===== config.mk =====
export PLATFORM = sky130hd
export DESIGN_NAME = evict_inval_seq
export DESIGN_NICKNAME = d
export VERILOG_FILES = /design/src/rtl/evseq_pkg.sv /design/src/rtl/evseq_fifo.sv /design/src/rtl/evseq_lowpick.sv /design/src/rtl/evseq_ctrl.sv /design/src/rtl/evict_inval_seq.sv
export SDC_FILE = /design/constraint.sdc
export NUM_CORES = 1
export LEC_CHECK = 0
export ABC_AREA = 1
export BUFFER_PORTS_ARGS = -buffer_cell sky130_fd_sc_hd__buf_2
export CAP_MARGIN = 10
export CORE_MARGIN = 2
export CORE_UTILIZATION = 33
export DETAILED_ROUTE_END_ITERATION = 6
export PLACE_DENSITY_LB_ADDON = 0.12
export SYNTH_ARGS = -nofsm -noshare
export SYNTH_HDL_FRONTEND = slang
export SYNTH_SLANG_ARGS = --single-unit

===== constraint.sdc =====
create_clock -name clk -period 5.5 [get_ports clk]
set_input_delay 0.275 -clock clk [delete_from_list [all_inputs] [get_ports clk]]
set_output_delay 0.275 -clock clk [all_outputs]
set_load 0.005 [all_outputs]

===== src/rtl/evseq_pkg.sv =====
package evseq_pkg;

    typedef enum logic [2:0] {
        PH_IDLE  = 3'd0,
        PH_ISSUE = 3'd1,
        PH_LOOK  = 3'd2,
        PH_WAIT  = 3'd3,
        PH_MERGE = 3'd4
    } seq_phase_e;

endpackage


===== src/rtl/evseq_fifo.sv =====
module evseq_fifo #(
    parameter int W     = 8,
    parameter int DEPTH = 4
) (
    input  logic         clk,
    input  logic         rst_n,
    input  logic         push,
    input  logic [W-1:0] push_data,
    input  logic         pop,
    output logic [W-1:0] pop_data,
    output logic         full,
    output logic         empty
);
    localparam int PW = (DEPTH > 1) ? $clog2(DEPTH) : 1;
    localparam int CW = $clog2(DEPTH + 1);

    typedef struct packed {
        logic [PW-1:0] wp;
        logic [PW-1:0] rp;
        logic [CW-1:0] cnt;
    } fifo_st_t;

    fifo_st_t      st_d, st_q;
    logic [W-1:0]  mem_q [DEPTH];
    logic          do_push, do_pop;

    assign full     = (st_q.cnt == CW'(DEPTH));
    assign empty    = (st_q.cnt == '0);
    assign pop_data = mem_q[st_q.rp];
    assign do_push  = push && !full;
    assign do_pop   = pop && !empty;

    function automatic logic [PW-1:0] bump(input logic [PW-1:0] p);
        if (p == PW'(DEPTH - 1)) return '0;
        return p + PW'(1);
    endfunction

    always_comb begin
        st_d = st_q;
        if (do_push) st_d.wp = bump(st_q.wp);
        if (do_pop)  st_d.rp = bump(st_q.rp);
        case ({do_push, do_pop})
            2'b10:   st_d.cnt = st_q.cnt + CW'(1);
            2'b01:   st_d.cnt = st_q.cnt - CW'(1);
            default: st_d.cnt = st_q.cnt;
        endcase
    end

    always_ff @(posedge clk or negedge rst_n) begin
        if (!rst_n) st_q <= '0;
        else        st_q <= st_d;
    end

    always_ff @(posedge clk) begin
        if (do_push) mem_q[st_q.wp] <= push_data;
    end
endmodule


===== src/rtl/evseq_lowpick.sv =====
module evseq_lowpick #(
    parameter int W = 16
) (
    input  logic [W-1:0]         vec,
    output logic                 any,
    output logic [$clog2(W)-1:0] idx,
    output logic [W-1:0]         rest
);
    localparam int IW = $clog2(W);

    logic [W-1:0] below;
    logic [W-1:0] first;

    genvar g;
    generate
        for (g = 0; g < W; g++) begin : g_bit
            if (g == 0) begin : g_lsb
                assign below[g] = 1'b0;
            end else begin : g_up
                assign below[g] = below[g-1] | vec[g-1];
            end
            assign first[g] = vec[g] & ~below[g];
        end
    endgenerate

    always_comb begin
        idx = '0;
        for (int i = 0; i < W; i++) begin
            if (first[i]) idx = IW'(i);
        end
    end

    assign any  = |vec;
    assign rest = vec & ~first;
endmodule


===== src/rtl/evseq_ctrl.sv =====
module evseq_ctrl
    import evseq_pkg::*;
#(
    parameter int NCORE  = 16,
    parameter int NBLK   = 16,
    parameter int RTAG_W = 20
) (
    input  logic                                   clk,
    input  logic                                   rst_n,
    input  logic                                   q_empty,
    output logic                                   q_pop,
    input  logic                                   e_is_region,
    input  logic [RTAG_W+$clog2(NBLK)-1:0]         e_addr,
    input  logic [((NCORE>NBLK)?NCORE:NBLK)-1:0]   e_vec,
    input  logic [$clog2(NCORE)-1:0]               e_owner,
    output logic                                   lk_req_valid,
    output logic [RTAG_W-1:0]                      lk_req_tag,
    input  logic                                   lk_rsp_valid,
    input  logic                                   lk_rsp_hit,
    input  logic [$clog2(NCORE)-1:0]               lk_rsp_owner,
    output logic                                   ps_valid,
    output logic [RTAG_W-1:0]                      ps_tag,
    output logic [$clog2(NBLK)-1:0]                ps_idx,
    output logic                                   inv_valid,
    input  logic                                   inv_ready,
    output logic [$clog2(NCORE)-1:0]               inv_core,
    output logic [RTAG_W+$clog2(NBLK)-1:0]         inv_addr
);
    localparam int IDX_W   = $clog2(NBLK);
    localparam int CORE_W  = $clog2(NCORE);
    localparam int BADDR_W = RTAG_W + IDX_W;
    localparam int VEC_W   = (NCORE > NBLK) ? NCORE : NBLK;
    localparam int VIDX_W  = $clog2(VEC_W);

    typedef struct packed {
        seq_phase_e           ph;
        logic                 is_region;
        logic [BADDR_W-1:0]   addr;
        logic [VEC_W-1:0]     vec;
        logic [CORE_W-1:0]    owner;
    } ctrl_st_t;

    ctrl_st_t st_d, st_q;

    logic [VEC_W-1:0]  core_mask, blk_mask;
    logic [VEC_W-1:0]  in_vec;
    logic              pk_any;
    logic [VIDX_W-1:0] pk_idx;
    logic [VEC_W-1:0]  pk_rest;

    genvar g;
    generate
        for (g = 0; g < VEC_W; g++) begin : g_mask
            assign core_mask[g] = (g < NCORE);
            assign blk_mask[g]  = (g < NBLK);
        end
    endgenerate

    assign in_vec = e_vec & (e_is_region ? blk_mask : core_mask);

    evseq_lowpick #(.W(VEC_W)) u_pick (
        .vec  (st_q.vec),
        .any  (pk_any),
        .idx  (pk_idx),
        .rest (pk_rest)
    );

    always_comb begin
        st_d         = st_q;
        q_pop        = 1'b0;
        lk_req_valid = 1'b0;
        ps_valid     = 1'b0;
        inv_valid    = 1'b0;

        case (st_q.ph)
            PH_IDLE: begin
                if (!q_empty) begin
                    q_pop          = 1'b1;
                    st_d.is_region = e_is_region;
                    st_d.addr      = e_addr;
                    st_d.vec       = in_vec;
                    st_d.owner     = e_owner;
                    if (in_vec == '0)
                        st_d.ph = PH_IDLE;
                    else if (!e_is_region && $onehot(in_vec))
                        st_d.ph = PH_LOOK;
                    else
                        st_d.ph = PH_ISSUE;
                end
            end
            PH_LOOK: begin
                lk_req_valid = 1'b1;
                st_d.ph      = PH_WAIT;
            end
            PH_WAIT: begin
                if (lk_rsp_valid) begin
                    if (lk_rsp_hit && (lk_rsp_owner == pk_idx[CORE_W-1:0]))
                        st_d.ph = PH_MERGE;
                    else
                        st_d.ph = PH_ISSUE;
                end
            end
            PH_MERGE: begin
                ps_valid = 1'b1;
                st_d.vec = '0;
                st_d.ph  = PH_IDLE;
            end
            PH_ISSUE: begin
                inv_valid = pk_any;
                if (inv_ready || !pk_any) begin
                    st_d.vec = pk_rest;
                    if (pk_rest == '0) st_d.ph = PH_IDLE;
                end
            end
            default: st_d.ph = PH_IDLE;
        endcase
    end

    always_ff @(posedge clk or negedge rst_n) begin
        if (!rst_n) begin
            st_q    <= '0;
            st_q.ph <= PH_IDLE;
        end else begin
            st_q <= st_d;
        end
    end

    assign lk_req_tag = st_q.addr[BADDR_W-1:IDX_W];
    assign ps_tag     = st_q.addr[BADDR_W-1:IDX_W];
    assign ps_idx     = st_q.addr[IDX_W-1:0];
    assign inv_core   = st_q.is_region ? st_q.owner : pk_idx[CORE_W-1:0];
    assign inv_addr   = st_q.is_region ? {st_q.addr[BADDR_W-1:IDX_W], pk_idx[IDX_W-1:0]}
                                       : st_q.addr;
endmodule


===== src/rtl/evict_inval_seq.sv =====
module evict_inval_seq #(
    parameter int NCORE  = 16,
    parameter int NBLK   = 16,
    parameter int RTAG_W = 20,
    parameter int DEPTH  = 4
) (
    input  logic                                 clk,
    input  logic                                 rst_n,
    input  logic                                 ev_valid,
    output logic                                 ev_ready,
    input  logic                                 ev_is_region,
    input  logic [RTAG_W+$clog2(NBLK)-1:0]       ev_addr,
    input  logic [((NCORE>NBLK)?NCORE:NBLK)-1:0] ev_vec,
    input  logic [$clog2(NCORE)-1:0]             ev_owner,
    output logic                                 lk_req_valid,
    output logic [RTAG_W-1:0]                    lk_req_tag,
    input  logic                                 lk_rsp_valid,
    input  logic                                 lk_rsp_hit,
    input  logic [$clog2(NCORE)-1:0]             lk_rsp_owner,
    output logic                                 ps_valid,
    output logic [RTAG_W-1:0]                    ps_tag,
    output logic [$clog2(NBLK)-1:0]              ps_idx,
    output logic                                 inv_valid,
    input  logic                                 inv_ready,
    output logic [$clog2(NCORE)-1:0]             inv_core,
    output logic [RTAG_W+$clog2(NBLK)-1:0]       inv_addr
);
    localparam int IDX_W   = $clog2(NBLK);
    localparam int CORE_W  = $clog2(NCORE);
    localparam int BADDR_W = RTAG_W + IDX_W;
    localparam int VEC_W   = (NCORE > NBLK) ? NCORE : NBLK;

    typedef struct packed {
        logic               is_region;
        logic [CORE_W-1:0]  owner;
        logic [VEC_W-1:0]   vec;
        logic [BADDR_W-1:0] addr;
    } evict_ent_t;

    localparam int ENT_W = $bits(evict_ent_t);

    evict_ent_t in_ent, out_ent;
    logic       q_full, q_empty, q_pop;

    assign in_ent.is_region = ev_is_region;
    assign in_ent.owner     = ev_owner;
    assign in_ent.vec       = ev_vec;
    assign in_ent.addr      = ev_addr;
    assign ev_ready         = !q_full;

    evseq_fifo #(.W(ENT_W), .DEPTH(DEPTH)) u_fifo (
        .clk       (clk),
        .rst_n     (rst_n),
        .push      (ev_valid),
        .push_data (in_ent),
        .pop       (q_pop),
        .pop_data  (out_ent),
        .full      (q_full),
        .empty     (q_empty)
    );

    evseq_ctrl #(.NCORE(NCORE), .NBLK(NBLK), .RTAG_W(RTAG_W)) u_ctrl (
        .clk          (clk),
        .rst_n        (rst_n),
        .q_empty      (q_empty),
        .q_pop        (q_pop),
        .e_is_region  (out_ent.is_region),
        .e_addr       (out_ent.addr),
        .e_vec        (out_ent.vec),
        .e_owner      (out_ent.owner),
        .lk_req_valid (lk_req_valid),
        .lk_req_tag   (lk_req_tag),
        .lk_rsp_valid (lk_rsp_valid),
        .lk_rsp_hit   (lk_rsp_hit),
        .lk_rsp_owner (lk_rsp_owner),
        .ps_valid     (ps_valid),
        .ps_tag       (ps_tag),
        .ps_idx       (ps_idx),
        .inv_valid    (inv_valid),
        .inv_ready    (inv_ready),
        .inv_core     (inv_core),
        .inv_addr     (inv_addr)
    );
endmodule


==> metrics <==
die area=34600 um2; FILL cells=3150; Post-DP Area=11700 um2; Reg-to-Reg End=u_ctrl.st_q[45]$_DFFE_PN0P_; Clock Pin Slew Worst Setup and Hold Paths=0.06 ns; max-slew violations=0; number of vias per cell=4.55; M1 GR Usage=between 20% and 30%; Max Freq=193 MHz; CP Capture Type=flip-flop; startpoint types=flip-flop; CORE AREA=32500 um2; clock buffer depth=3; GRT Residual Overflow=0; GR peak layer=met2; number of I/O pins=131; met2 usage=24.8%; Required @ worst endpoint=slightly below 6 ns; root buffer cell=clkbuf_16; synth unique cells=47; R2R setup slack=0.32 ns; NumNets Final=~1200; synthesized area per cell=approximately 11 um2; crit path to=u_ctrl.st_q[45]$_DFFE_PN0P_; # DRC=0; Tightest Pin Transition=1.00 ns; RSZ-0062 raised after global routing=no; CP dominant cell by count=fa_1; Cell Area, Synth=10900 um2; final period utilization=94.2%; first-pass GRT wire length=around 40000 um; Clock Skews=0.00925 ns; WS Path Type=flip-flop to flip-flop; layout cell share with drive strength beyond 1=between 20% and 30%; Worst Hold Class=primary input to flip-flop; DR vias=7191; worst reg2reg path depth=22; Crit path largest cell delay=about 0.54 ns; Max-Cap Viols=0; largest net degree at the start of global routing=64; setup TNS=0 ns; P&R area growth vs syn=21.0%; routed wire length=25800 um; outcome=finished, final reports clean; final setup vio count=0; TritonRoute pass-1 iters=4; main flop type after synthesis=edfxtp_1; clock buffer count from CTS=28; M3 GR Usage=2.27%; Die H=about 190 um; Crit-path slowest cell=fa_1; Clock Latency Late Sink=0.55 ns; synthesis warning total=0; post-synth net total=1076; EDFF count, synth=180; critical path fanouts, max=6; vias in the first global route=roughly 7100; gpl congestion=0.779; initial core utilization=~34%; Post-Syn Instances=982; placed cells=1470; Avg WL per Cell=16.3 um; Layout Cells excl Fill=1579; htree depth=1; asr flop ratio synth=23.4%; chip width=186 um; Core Rows=66; Slew headroom=about a third; gr usage total=roughly 15%; reg-to-reg startpoint=u_fifo.st_q[3]$_DFFE_PN0P_; synthesized flop and latch total=235; dpl hpwl=16100 um; Worst Setup SP=u_fifo.st_q[3]$_DFFE_PN0P_; Antenna Nets Post-Route=0; final non-filler cell area=13200 um2; Final min period=5.18 ns; Critical Path, Cell by Cell=inv_8, buf_4, nand2_1, a32oi_2, inv_1, ha_1, inv_1, fa_1, fa_1, fa_1, inv_1, fa_1, ha_2, fa_1, xor2_1, nor4_2, nand3_1, or2_2, a21oi_2, nand2_1, nand2_1, nand2_1; sequential area share after synthesis=62.0%; initial antenna violation count=1; CTS Sinks=235; I/O Buffers=130; CP Data Arrival Time=5.62 ns; Fin. Hold Viols=0; drt initial violations=approximately 380; CTS tree=built
## sequential cells by signal (all words and copies together), names as in the netlist
name               flops
u_fifo.st_q            7
u_ctrl.lk_req_tag     20
u_ctrl.st_q           24
u_fifo.mem_q         180
u_ctrl.ps_idx          4
## Yosys cell counts (2+ instances only)
cell	count	share of area [%]
a21oi_1	23	1.1
xnor2_1	2	0.16
fa_1	12	2.2
a31oi_1	22	1.3
buf_4	64	4.4
inv_1	83	2.9
nand2_1	117	4.0
o21ai_2	5	0.40
buf_1	3	0.10
nor3_1	2	0.092
nand2_2	9	0.52
dfrtp_1	55	13
ha_1	27	3.1
nor2_1	156	5.4
nand3_1	14	0.64
nor2_2	3	0.17
nand3_2	4	0.37
edfxtp_1	180	49
o21ai_1	8	0.37
clkbuf_1	28	0.96
o22ai_1	18	1.0
nand3b_1	2	0.14
o21ai_0	84	3.8
buf_2	6	0.27
clkinv_1	2	0.069
buf_12	2	0.37
nand2_4	3	0.31
a32oi_1	16	1.3
nand4_1	8	0.46
inv_2	5	0.17
nor3_2	2	0.18
nor2_8	2	0.37
## metrics by stage
step           setup WS (ns)  utilization, %  hold slack [ns]
2_1_floorplan          0.442               -          -0.0206
3_3_place_gp           0.221            35.8            0.497
3_5_place_dp           0.187            35.8            0.496
4_1_cts                0.162            40.0           0.0585
5_1_grt               0.0353            40.6           0.0819
6_report               0.317            40.6           0.0698
## placed cells by master (no fill, tap or decap), types with 18 or more instances in the layout
cell	count
dlygate4sd3_1	46
buf_2	130
ha_1	26
o21ai_0	84
edfxtp_1	180
a31oi_1	22
o22ai_1	18
clkbuf_16	30
buf_4	26
dfrtp_1	54
inv_1	82
nor2_1	152
nand2_1	117
a21oi_1	22
## area by class of cell
cell class | instances | area [um2] | share of cell area (%)
antenna | 1 | 2.50 | 0.0189
clock buffer | 40 | 766 | 5.79
clock inverter | 12 | 149 | 1.13
inverter | 91 | 357 | 2.70
multi-input combinational | 553 | 3240 | 24.5
sequential | 235 | 6780 | 51.3
tap | 442 | 553 | 4.18
timing repair buffer | 205 | 1380 | 10.4
## repair_timing
action,in CTS,in global routing
endpoints found under the hold margin,235,0
setup endpoints to repair,0,2
hold buffers,46,0
buffers inserted,0,8
gates resized for setup,0,21
## critical path, delay by kind of cell, from the launching register on
kind | cells | cell delay, ns
adder cells (fa/ha/maj) | 7 | 2.80
AND/OR/NAND/NOR | 7 | 0.82
flip-flops | 1 | 0.47
buffers and inverters | 5 | 0.45
AO/OA/AOI/OAI | 2 | 0.36
XOR/XNOR | 1 | 0.18
## worst min-delay path by stage
stage,end,from,slack (ns),depth (start not counted)
finish,u_ctrl.st_q[47]$_DFFE_PN0P_,lk_rsp_hit,0.07,5
global placement,u_fifo.mem_q[3][6]$_DFFE_PP_,ev_addr[6],0.50,1
global route,u_ctrl.st_q[47]$_DFFE_PN0P_,lk_rsp_hit,0.08,5
CTS,u_ctrl.st_q[47]$_DFFE_PN0P_,lk_rsp_hit,0.06,5
floorplan,u_ctrl.lk_req_tag[0]$_DFFE_PN0P_,rst_n,-0.02,0
detailed placement,u_fifo.st_q[0]$_DFFE_PN0P_,u_fifo.st_q[0]$_DFFE_PN0P_,0.50,1
## layer usage
| layer | wire [um] | vias to the layer above |
|---|---|---|
| met2 | 11900 | 151 |
| met1 | 12100 | 3427 |
| met5 | 0 | - |
| met3 | 1220 | 38 |
| li1 | - | 3575 |
| met4 | 527 | 0 |
## cells by family after synthesis
logic type	Yosys count	synth area share, %
simple gates	328	13.2
flops	235	62.0
buf+inv	194	9.27
compound gates	183	9.95
fa+ha+maj	39	5.29
xor+xnor	3	0.240
Power is not shown: default switching activity piles up to over one toggle a cycle in this logic, so the estimate is an artifact.
